[config.mk]
export PLATFORM = sky130hd
export DESIGN_NAME = intc_lvl_ack
export DESIGN_NICKNAME = d
export VERILOG_FILES = /design/src/rtl/intc_pkg.sv /design/src/rtl/intc_src_cfg.sv /design/src/rtl/intc_arbiter.sv /design/src/rtl/intc_mask_unit.sv /design/src/rtl/intc_lvl_ack.sv
export SDC_FILE = /design/constraint.sdc
export NUM_CORES = 1
export LEC_CHECK = 0
export BUFFER_PORTS_ARGS = -buffer_cell sky130_fd_sc_hd__clkbuf_2
export CORE_MARGIN = 3
export CORE_UTILIZATION = 29
export DETAILED_ROUTE_END_ITERATION = 8
export PLACE_DENSITY = 0.42
export SLEW_MARGIN = 20
export SYNTH_ARGS = -nofsm -noshare
export SYNTH_HDL_FRONTEND = slang
export SYNTH_HIERARCHICAL = 1
export SYNTH_SLANG_ARGS = --single-unit
[constraint.sdc]
create_clock -name clk -period 31.1 [get_ports clk]
set_clock_uncertainty 0.05 [all_clocks]
set_input_delay 1.555 -clock clk [delete_from_list [all_inputs] [get_ports clk]]
set_output_delay 1.555 -clock clk [all_outputs]
set_load 0.02 [all_outputs]
[src/rtl/intc_pkg.sv]
package intc_pkg;
  localparam int LVLW = 3;
  typedef logic [LVLW-1:0] lvl_t;
  localparam lvl_t LVL_TOP = 3'd7;

  localparam int REG_CUR     = 0;
  localparam int REG_SAV     = 1;
  localparam int REG_RESTORE = 2;
  localparam int REG_HWACK   = 3;
  localparam int REG_SWACK   = 4;

  localparam int CFG_MSK_BIT = 3;
endpackage

[src/rtl/intc_src_cfg.sv]
module intc_src_cfg
  import intc_pkg::*;
#(
  parameter int NSRC = 16,
  parameter int IDXW = $clog2(NSRC)
) (
  input  logic                clk,
  input  logic                rst_n,
  input  logic                wr_en,
  input  logic [IDXW-1:0]     wr_idx,
  input  lvl_t                wr_lvl,
  input  logic                wr_msk,
  output lvl_t [NSRC-1:0]     lvl,
  output logic [NSRC-1:0]     msk
);
  for (genvar g = 0; g < NSRC; g++) begin : g_src
    always_ff @(posedge clk or negedge rst_n) begin
      if (!rst_n) begin
        lvl[g] <= '0;
        msk[g] <= 1'b1;
      end else if (wr_en && wr_idx == IDXW'(g)) begin
        lvl[g] <= wr_lvl;
        msk[g] <= wr_msk;
      end
    end
  end
endmodule

[src/rtl/intc_arbiter.sv]
module intc_arbiter
  import intc_pkg::*;
#(
  parameter int NSRC = 16,
  parameter int IDXW = $clog2(NSRC)
) (
  input  logic [NSRC-1:0]   req,
  input  logic [NSRC-1:0]   msk,
  input  lvl_t [NSRC-1:0]   lvl,
  input  lvl_t              cur,
  output logic              win_vld,
  output logic [IDXW-1:0]   win_idx,
  output lvl_t              win_lvl
);
  logic [NSRC-1:0] elig;

  for (genvar g = 0; g < NSRC; g++) begin : g_elig
    assign elig[g] = req[g] && !msk[g] && (lvl[g] != '0) &&
                     ((lvl[g] > cur) || (lvl[g] == LVL_TOP));
  end

  // Descending scan with >= so that equal levels settle on the lowest index.
  always_comb begin
    win_vld = 1'b0;
    win_idx = '0;
    win_lvl = '0;
    for (int i = NSRC - 1; i >= 0; i--) begin
      if (elig[i] && (!win_vld || lvl[i] >= win_lvl)) begin
        win_vld = 1'b1;
        win_idx = IDXW'(i);
        win_lvl = lvl[i];
      end
    end
  end
endmodule

[src/rtl/intc_mask_unit.sv]
module intc_mask_unit
  import intc_pkg::*;
(
  input  logic clk,
  input  logic rst_n,
  input  logic ack_take,
  input  lvl_t ack_lvl,
  input  logic wr_cur,
  input  logic wr_sav,
  input  logic restore,
  input  lvl_t wdata,
  output lvl_t cur,
  output lvl_t sav
);
  always_ff @(posedge clk or negedge rst_n) begin
    if (!rst_n) begin
      cur <= '0;
      sav <= '0;
    end else if (ack_take) begin
      sav <= cur;
      cur <= ack_lvl;
    end else begin
      if (wr_cur)       cur <= wdata;
      else if (restore) cur <= sav;
      if (wr_sav)       sav <= wdata;
    end
  end
endmodule

[src/rtl/intc_lvl_ack.sv]
module intc_lvl_ack
  import intc_pkg::*;
#(
  parameter int NSRC     = 16,
  parameter int DW       = 8,
  parameter int VEC_BASE = 64,
  parameter int SPUR_VEC = 24,
  parameter int ADDRW    = $clog2(NSRC) + 1
) (
  input  logic              clk,
  input  logic              rst_n,
  input  logic [NSRC-1:0]   irq_req,
  input  logic              cmd_valid,
  output logic              cmd_ready,
  input  logic              cmd_write,
  input  logic [ADDRW-1:0]  cmd_addr,
  input  logic [DW-1:0]     cmd_wdata,
  output logic              rsp_valid,
  input  logic              rsp_ready,
  output logic [DW-1:0]     rsp_data,
  output logic [LVLW-1:0]   irq_level
);
  localparam int IDXW = $clog2(NSRC);

  lvl_t [NSRC-1:0]  src_lvl;
  logic [NSRC-1:0]  src_msk;
  lvl_t             cur_mask, sav_mask;
  logic             win_vld;
  logic [IDXW-1:0]  win_idx;
  lvl_t             win_lvl;

  logic cmd_fire, is_cfg;
  logic sel_cur, sel_sav, sel_restore, sel_hwack, sel_swack;
  logic [IDXW-1:0] cfg_idx;
  logic [DW-1:0]   vec, rd_data;

  assign cmd_ready = !rsp_valid || rsp_ready;
  assign cmd_fire  = cmd_valid && cmd_ready;

  assign is_cfg      = cmd_addr[ADDRW-1];
  assign cfg_idx     = cmd_addr[IDXW-1:0];
  assign sel_cur     = !is_cfg && cmd_addr == ADDRW'(REG_CUR);
  assign sel_sav     = !is_cfg && cmd_addr == ADDRW'(REG_SAV);
  assign sel_restore = !is_cfg && cmd_addr == ADDRW'(REG_RESTORE);
  assign sel_hwack   = !is_cfg && cmd_addr == ADDRW'(REG_HWACK);
  assign sel_swack   = !is_cfg && cmd_addr == ADDRW'(REG_SWACK);

  intc_src_cfg #(.NSRC(NSRC)) u_cfg (
    .clk    (clk),
    .rst_n  (rst_n),
    .wr_en  (cmd_fire && cmd_write && is_cfg),
    .wr_idx (cfg_idx),
    .wr_lvl (cmd_wdata[LVLW-1:0]),
    .wr_msk (cmd_wdata[CFG_MSK_BIT]),
    .lvl    (src_lvl),
    .msk    (src_msk)
  );

  intc_arbiter #(.NSRC(NSRC)) u_arb (
    .req     (irq_req),
    .msk     (src_msk),
    .lvl     (src_lvl),
    .cur     (cur_mask),
    .win_vld (win_vld),
    .win_idx (win_idx),
    .win_lvl (win_lvl)
  );

  intc_mask_unit u_mask (
    .clk      (clk),
    .rst_n    (rst_n),
    .ack_take (cmd_fire && !cmd_write && sel_hwack && win_vld),
    .ack_lvl  (win_lvl),
    .wr_cur   (cmd_fire && cmd_write && sel_cur),
    .wr_sav   (cmd_fire && cmd_write && sel_sav),
    .restore  (cmd_fire && cmd_write && sel_restore),
    .wdata    (cmd_wdata[LVLW-1:0]),
    .cur      (cur_mask),
    .sav      (sav_mask)
  );

  assign vec       = DW'(VEC_BASE) + DW'(win_idx);
  assign irq_level = win_lvl;

  always_comb begin
    rd_data = '0;
    if (is_cfg)         rd_data = DW'({src_msk[cfg_idx], src_lvl[cfg_idx]});
    else if (sel_cur)   rd_data = DW'(cur_mask);
    else if (sel_sav)   rd_data = DW'(sav_mask);
    else if (sel_hwack) rd_data = win_vld ? vec : DW'(SPUR_VEC);
    else if (sel_swack) rd_data = win_vld ? vec : '0;
  end

  always_ff @(posedge clk or negedge rst_n) begin
    if (!rst_n) begin
      rsp_valid <= 1'b0;
      rsp_data  <= '0;
    end else if (cmd_fire) begin
      rsp_valid <= 1'b1;
      rsp_data  <= cmd_write ? cmd_wdata : rd_data;
    end else if (rsp_ready) begin
      rsp_valid <= 1'b0;
    end
  end
endmodule

==> metrics.csv, run 1 <==
stage,metric,value,unit
layout,final_net_count,1031,
clocking,path_clk_slew,0.06,ns
worst_hold_path,holdPathStages,2,
clocking,cts_buffers,9,
synthesis,synth_cells,865,
global_route,grt_pass1_vias,6936,
route,ant_nets,0,
sta,fin_hold_ws,0.436,ns
placed_design,port_buffers,46,
layout,area_growth,11.7,%
setup_path,regToRegEndpoint,rsp_data[2],
setup_path,worst_r2r_path_depth,111,
worst_hold_path,hp-start,rsp_data[4],
route,wl,25000,µm
synthesis,syn_area_per_cell,9.25,µm²
placed_design,gp_congestion,0.847,
sta,worst_slew_pin_slew,0.804,ns
setup_path,crit_fanout,12,
die,die_h,172,µm
setup_path,cp.buffers_inverters,7,
synthesis,syn_area,8000,µm²
clocking,root_buffer,clkbuf_16,
flow_run,drv_cap,0,
clocking,cts_setup_buffers,0,
power_and_ir_drop,power.density,61.3,nW/µm²
setup_path,regToRegSetupSlack,6.69,ns
setup_path,reg2reg_from,u_mask/cur[0],
setup_path,critPathTopFamily,compound AO/OA/AOI/OAI gates,
die,coreArea,27000,µm²
route,drc,0,
placed_design,placed_area,8610,µm²
sta,setup-violations-final,0,
setup_path,cp_common_cell,ha_1,
clocking,h-tree-depth,3,
synthesis,synth.distinct_cells,88,
sta,setup_tns,0,ns
die,rows,60,
layout,finalInstanceArea,8930,µm²
setup_path,required,29.50,ns
setup_path,critPathKind,in2out,
placed_design,detailed_place_hpwl,19100,µm
sta,rsz0062_at_grt,no,
clocking,ctsLongestPathBuffers,2,
synthesis,ys.flop_type,dfrtp_1,
power_and_ir_drop,ir_worst_vdd,0.0000309,V
setup_path,crit_path_top_delay_cell,a2111oi_1,
layout,antenna_cells,0,
setup_path,slowest_delay,0.70,ns
global_route,grt_usage,17.2,%
clocking,cts_hold_buf,0,
route,vias,6839,
synthesis,synth_seq_cells,79,
global_route,grt-ovfl-total,0,
clocking,postCtsResizedCells,0,
sta,fin_crit_sh,82.4,%
synthesis,syn_nets,986,
sta,fin_crit,25.61,ns
die,io_pins,47,
power_and_ir_drop,p_leak,0.00387,µW
die,die_w,172,µm
layout,final_core_utilization,33.1,%
worst_hold_path,hold_end,rsp_data[4],
worst_hold_path,hp-class,reg2reg,
die,die_area,29600,µm²
die,start_util,29.6,%
global_route,grt_start_max_net_pins,49,
route,drtIter0Drc,402,
synthesis,ys.warnings.count,6,
synthesis,synth_edf_count,0,
sta,finalHoldViolCount,0,
clocking,cts_tree,done,
sta,max_clock_freq,39.0,MHz
sta,relSlewSlack,46.0,%
sta,slew_viol_final,0,
route,wire_per_inst,19.9,µm
route,viasPerCell,5.45,
layout,drive_gt1_share,20.0,%
synthesis,async_flop_share,100,%
clocking,clkLatencyLatePin,0.33,ns
setup_path,arrival,24.01,ns
setup_path,worst_setup_path_start_kind,input pin,
status,status,"complete, no violations",
route,dr.pass1.iters,5,
clocking,cts.sinks,79,
setup_path,cp-end-kind,output port,
global_route,grt_pass1_wl,40000,µm
synthesis,ys_seq_area_share,25.0,%
global_route,antenna_found_initial,0,
[report_power, final]
part	internal (µW)	switching, µW	total (µW)
sequential	116	20.3	136
clock	74.6	40.6	115
combinational	120	176	296
[metrics by stage]
step	cells	setup WS (ns)	power [µW]
final	1256	5.49	547
after global routing	1256	3.37	596
after CTS	1256	5.53	551
after detailed placement	1240	5.64	433
after global placement	1240	5.72	433
after floorplan	865	8.39	347
[cell usage in the layout (no fill, tap or decap), types with 7 or more instances in the layout]
| cell type | synthesis | layout |
|---|---|---|
| and4_1 | 7 | 7 |
| dfstp_2 | 16 | 16 |
| o21ai_0 | 40 | 40 |
| o211ai_1 | 11 | 11 |
| a21o_1 | 15 | 15 |
| mux2_1 | 12 | 12 |
| mux2_2 | 64 | 64 |
| nor2b_1 | 22 | 22 |
| o21ai_1 | 12 | 12 |
| a211oi_1 | 7 | 7 |
| clkbuf_2 | 0 | 45 |
| nand2b_1 | 25 | 25 |
| dfrtp_1 | 63 | 63 |
| inv_1 | 47 | 47 |
| nand4_1 | 7 | 7 |
| nand3b_1 | 21 | 21 |
| a22oi_1 | 12 | 12 |
| nand2_1 | 65 | 65 |
| a211o_1 | 10 | 10 |
| ha_1 | 87 | 87 |
| clkbuf_16 | 0 | 9 |
| nand3_1 | 19 | 19 |
| a31oi_1 | 12 | 12 |
| a21oi_1 | 54 | 54 |
| mux2i_1 | 26 | 26 |
| and3_1 | 12 | 12 |
| nor2_1 | 48 | 48 |
| nor3_1 | 11 | 11 |
[final cells by class]
class                           instances  area (µm²)
Fill cell                            2857       18100
Clock buffer                           13         260
Clock inverter                          3        65.1
Multi-Input combinational cell        720        5730
Tap cell                              341         427
Inverter                               49         184
Sequential cell                        79        2000
Timing Repair Buffer                   51         270
[worst register-to-register path: cells and delay by family (launching register included)]
kind | cells | cell delay (ns)
AOI/OAI and AO/OA | 56 | 13.17
muxes | 3 | 1.17
adders and majority gates | 16 | 4.09
DFF | 1 | 0.32
buffers and inverters | 6 | 0.87
and+or+nand+nor | 30 | 4.73
[sequential cells by signal, indices dropped and copies added (netlist names)]
| name | cells |
|---|---|
| rsp_valid | 1 |
| u_cfg/lvl | 48 |
| u_cfg/msk | 16 |
| u_mask/cur | 3 |
| rsp_data | 8 |
| u_mask/sav | 3 |
[synthesized netlist by cell type (10+ instances only)]
cell      instances  area share (%)
nor2b_1          22             1.7
a211o_1          10             1.1
a22oi_1          12             1.1
nand3_1          19             1.2
a31oi_1          12            0.94
nand3b_1         21             2.0
nand2_1          65             3.0
o21ai_1          12            0.75
nor3_1           11            0.69
and3_1           12            0.94
a21oi_1          54             3.4
mux2_2           64             9.0
nor2_1           48             2.3
o211ai_1         11             1.0
o21ai_0          40             2.5
mux2i_1          26             3.3
dfrtp_1          63              20
ha_1             87              14
inv_1            47             2.2
nand2b_1         25             2.0
dfstp_2          16             5.3
mux2_1           12             1.7
a21o_1           15             1.4
[how the worst max path moves through the flow]
stage | from | to | slack, ns | cells past startpoint
3_5_place_dp | irq_req[15] | irq_level[0] | 5.64 | 111
5_1_grt | irq_req[15] | irq_level[0] | 3.37 | 111
3_3_place_gp | irq_req[15] | irq_level[0] | 5.72 | 113
2_1_floorplan | irq_req[15] | irq_level[0] | 8.39 | 111
6_report | irq_req[15] | irq_level[0] | 5.49 | 107
4_1_cts | irq_req[15] | irq_level[0] | 5.53 | 111
[routing by layer]
| metal | GRT usage [%] | share of wire [%] |
|---|---|---|
| met5 | 0 | 0 |
| met4 | 2.53 | 0.64 |
| met3 | 1.30 | 1.9 |
| met2 | 29.6 | 48 |
| met1 | 24.2 | 49 |
[cells by family after synthesis]
kind of cell / Yosys count / share of synthesized area, %
buffers and inverters: 66 / 3.41
multiplexers: 109 / 16.1
flip-flops: 79 / 25.0
adder cells (fa/ha/maj): 87 / 13.6
AND/OR/NAND/NOR: 279 / 19.5
AO/OA/AOI/OAI: 245 / 22.4
Note: power is estimated with default switching activity, not from simulation.
==> run 2: changes to the inputs <==
==> constraint.sdc (replaced) <==
create_clock -name clk -period 23.8 [get_ports clk]
set_clock_uncertainty 0.05 [all_clocks]
set_input_delay 1.19 -clock clk [delete_from_list [all_inputs] [get_ports clk]]
set_output_delay 1.19 -clock clk [all_outputs]
set_load 0.02 [all_outputs]
==> metrics.csv, run 2 (synthesized netlist as in run 1, its figures left out) <==
stage,metric,value,unit
setup_path,cp.buffers_inverters,9,
power_and_ir_drop,power.density,80.4,nW/µm²
setup_path,cp_common_cell,ha_1,
sta,fin_hold_ws,0.437,ns
global_route,grt_usage,17.3,%
power_and_ir_drop,p_comb_share,56.7,%
global_route,grt_pass1_wl,40300,µm
layout,largest_register,u_cfg/lvl,
layout,final_common_cell,ha_1,
route,vias,7012,
layout,area_growth,16.7,%
layout,drive_gt1_share,26.1,%
clocking,root_buffer,clkbuf_16,
setup_path,crit_fanout,7,
sta,setup-violations-final,0,
setup_path,worst_setup_path_start_kind,input pin,
route,viasPerCell,5.46,
layout,largest_reg_flops,48,
clocking,cts.sinks,79,
route,dr.pass1.iters,5,
route,wl,25500,µm
power_and_ir_drop,power_frac_clock,19.4,%
layout,finalInstanceArea,9340,µm²
global_route,grt-ovfl-total,0,
setup_path,required,22.56,ns
placed_design,detailed_place_hpwl,19300,µm
placed_design,placed_area,8710,µm²
route,drtIter0Drc,374,
sta,fin_crit,22.40,ns
die,die_h,172,µm
clocking,clkLatencyLatePin,0.34,ns
global_route,antenna_found_initial,0,
die,die_w,172,µm
sta,finalHoldViolCount,0,
route,wire_per_inst,19.9,µm
worst_hold_path,hp-class,reg2reg,
global_route,grt_pass1_vias,6899,
sta,fin_crit_sh,94.1,%
clocking,cts_tree,done,
layout,most-common-layout-cells,"ha_1, nand2_1, mux2_2",
global_route,grt_start_max_net_pins,48,
power_and_ir_drop,seq_power_share,23.9,%
clocking,cts_buffers,9,
die,start_util,29.6,%
setup_path,arrival,21.16,ns
sta,relSlewSlack,38.5,%
clocking,ctsLongestPathBuffers,2,
status,status,"complete, no violations",
setup_path,critPathKind,in2out,
clocking,path_clk_slew,0.06,ns
clocking,cts_hold_buf,0,
setup_path,slowest_delay,0.48,ns
power_and_ir_drop,ir_worst_vdd,0.0000650,V
layout,final_net_count,1060,
route,drc,0,
placed_design,port_buffers,46,
layout,antenna_cells,0,
power_and_ir_drop,switching_share,43.5,%
die,rows,60,
power_and_ir_drop,p_leak,0.00403,µW
placed_design,gp_congestion,0.835,
power_and_ir_drop,p_int,425,µW
layout,largest_registers,"u_cfg/lvl x48, u_cfg/msk x16, rsp_data x8",
route,ant_nets,0,
sta,worst_slew_pin_slew,0.917,ns
setup_path,cp-end-kind,output port,
power_and_ir_drop,p_switching,326,µW
setup_path,regToRegSetupSlack,1.66,ns
sta,slew_viol_final,0,
die,coreArea,27000,µm²
setup_path,crit_path_top_delay_cell,nor4_4,
sta,max_clock_freq,44.6,MHz
die,io_pins,47,
die,die_area,29600,µm²
clocking,h-tree-depth,3,
layout,nFillCells,2844,
flow_run,drv_cap,0,
setup_path,critPathTopFamily,compound AO/OA/AOI/OAI gates,
run 2: cell type report:
cell class                 instances  area (µm²)  share of cell area, %
clock buffer                      11         233                   2.49
clock inverter                     4        72.6                  0.777
inverter                          49         184                   1.97
multi-input combinational        720        5930                   63.5
sequential                        79        2000                   21.4
tap                              341         427                   4.57
timing repair buffer              80         490                   5.25
run 2: worst min-delay path, stage by stage, from the launching register on:
cell,delay (ns)
dfrtp_1,0.34
nand2_1,0.05
o21ai_1,0.06
run 2: power by group through the flow:
stage,combinational [µW],clock [µW],sequential [µW]
2_1_floorplan,282,0,172
3_3_place_gp,398,0,182
3_5_place_dp,397,0,181
4_1_cts,400,149,179
5_1_grt,477,154,183
6_report,426,146,179
run 2: path summary, 6_finish.rpt:
path	start	endpoint	depth (start not counted)
worst max-delay path	irq_req[15]	irq_level[2]	111
worst min-delay path	rsp_data[4]	rsp_data[4]	2
worst max register to register	u_cfg/lvl[47]	rsp_data[2]	116
worst min register to register	rsp_data[4]	rsp_data[4]	2
max in group asynchronous	rst_n	u_cfg/lvl[45]	2
min in group asynchronous	rst_n	u_mask/cur[1]	1
run 2: per-layer routing:
| layer | up-vias | routed length, µm | GRT usage [%] |
|---|---|---|---|
| li1 | 3477 | - | - |
| met3 | 13 | 689 | 1.21 |
| met4 | 0 | 162 | 2.60 |
| met2 | 103 | 12300 | 29.9 |
| met1 | 3419 | 12400 | 24.4 |
| met5 | - | 0 | 0 |
run 2: stage by stage:
step | setup TNS (ns) | total power [µW] | setup WS [ns] | utilization (%) | instances
final | 0 | 751 | 1.40 | 34.6 | 1284
after detailed placement | 0 | 578 | 0.0246 | 32.2 | 1254
after floorplan | 0 | 454 | 1.82 | - | 865
after global routing | -0.131 | 813 | -0.0663 | 34.6 | 1284
after global placement | 0 | 580 | 0.112 | 32.2 | 1254
after CTS | 0 | 728 | 0.0605 | 33.4 | 1269
run 2: what timing repair did:
item / CTS / global route
buffers inserted: 0 / 15
resized for setup: 1 / 48
endpoints found under the setup margin: 2 / 10
pin swaps: 0 / 9
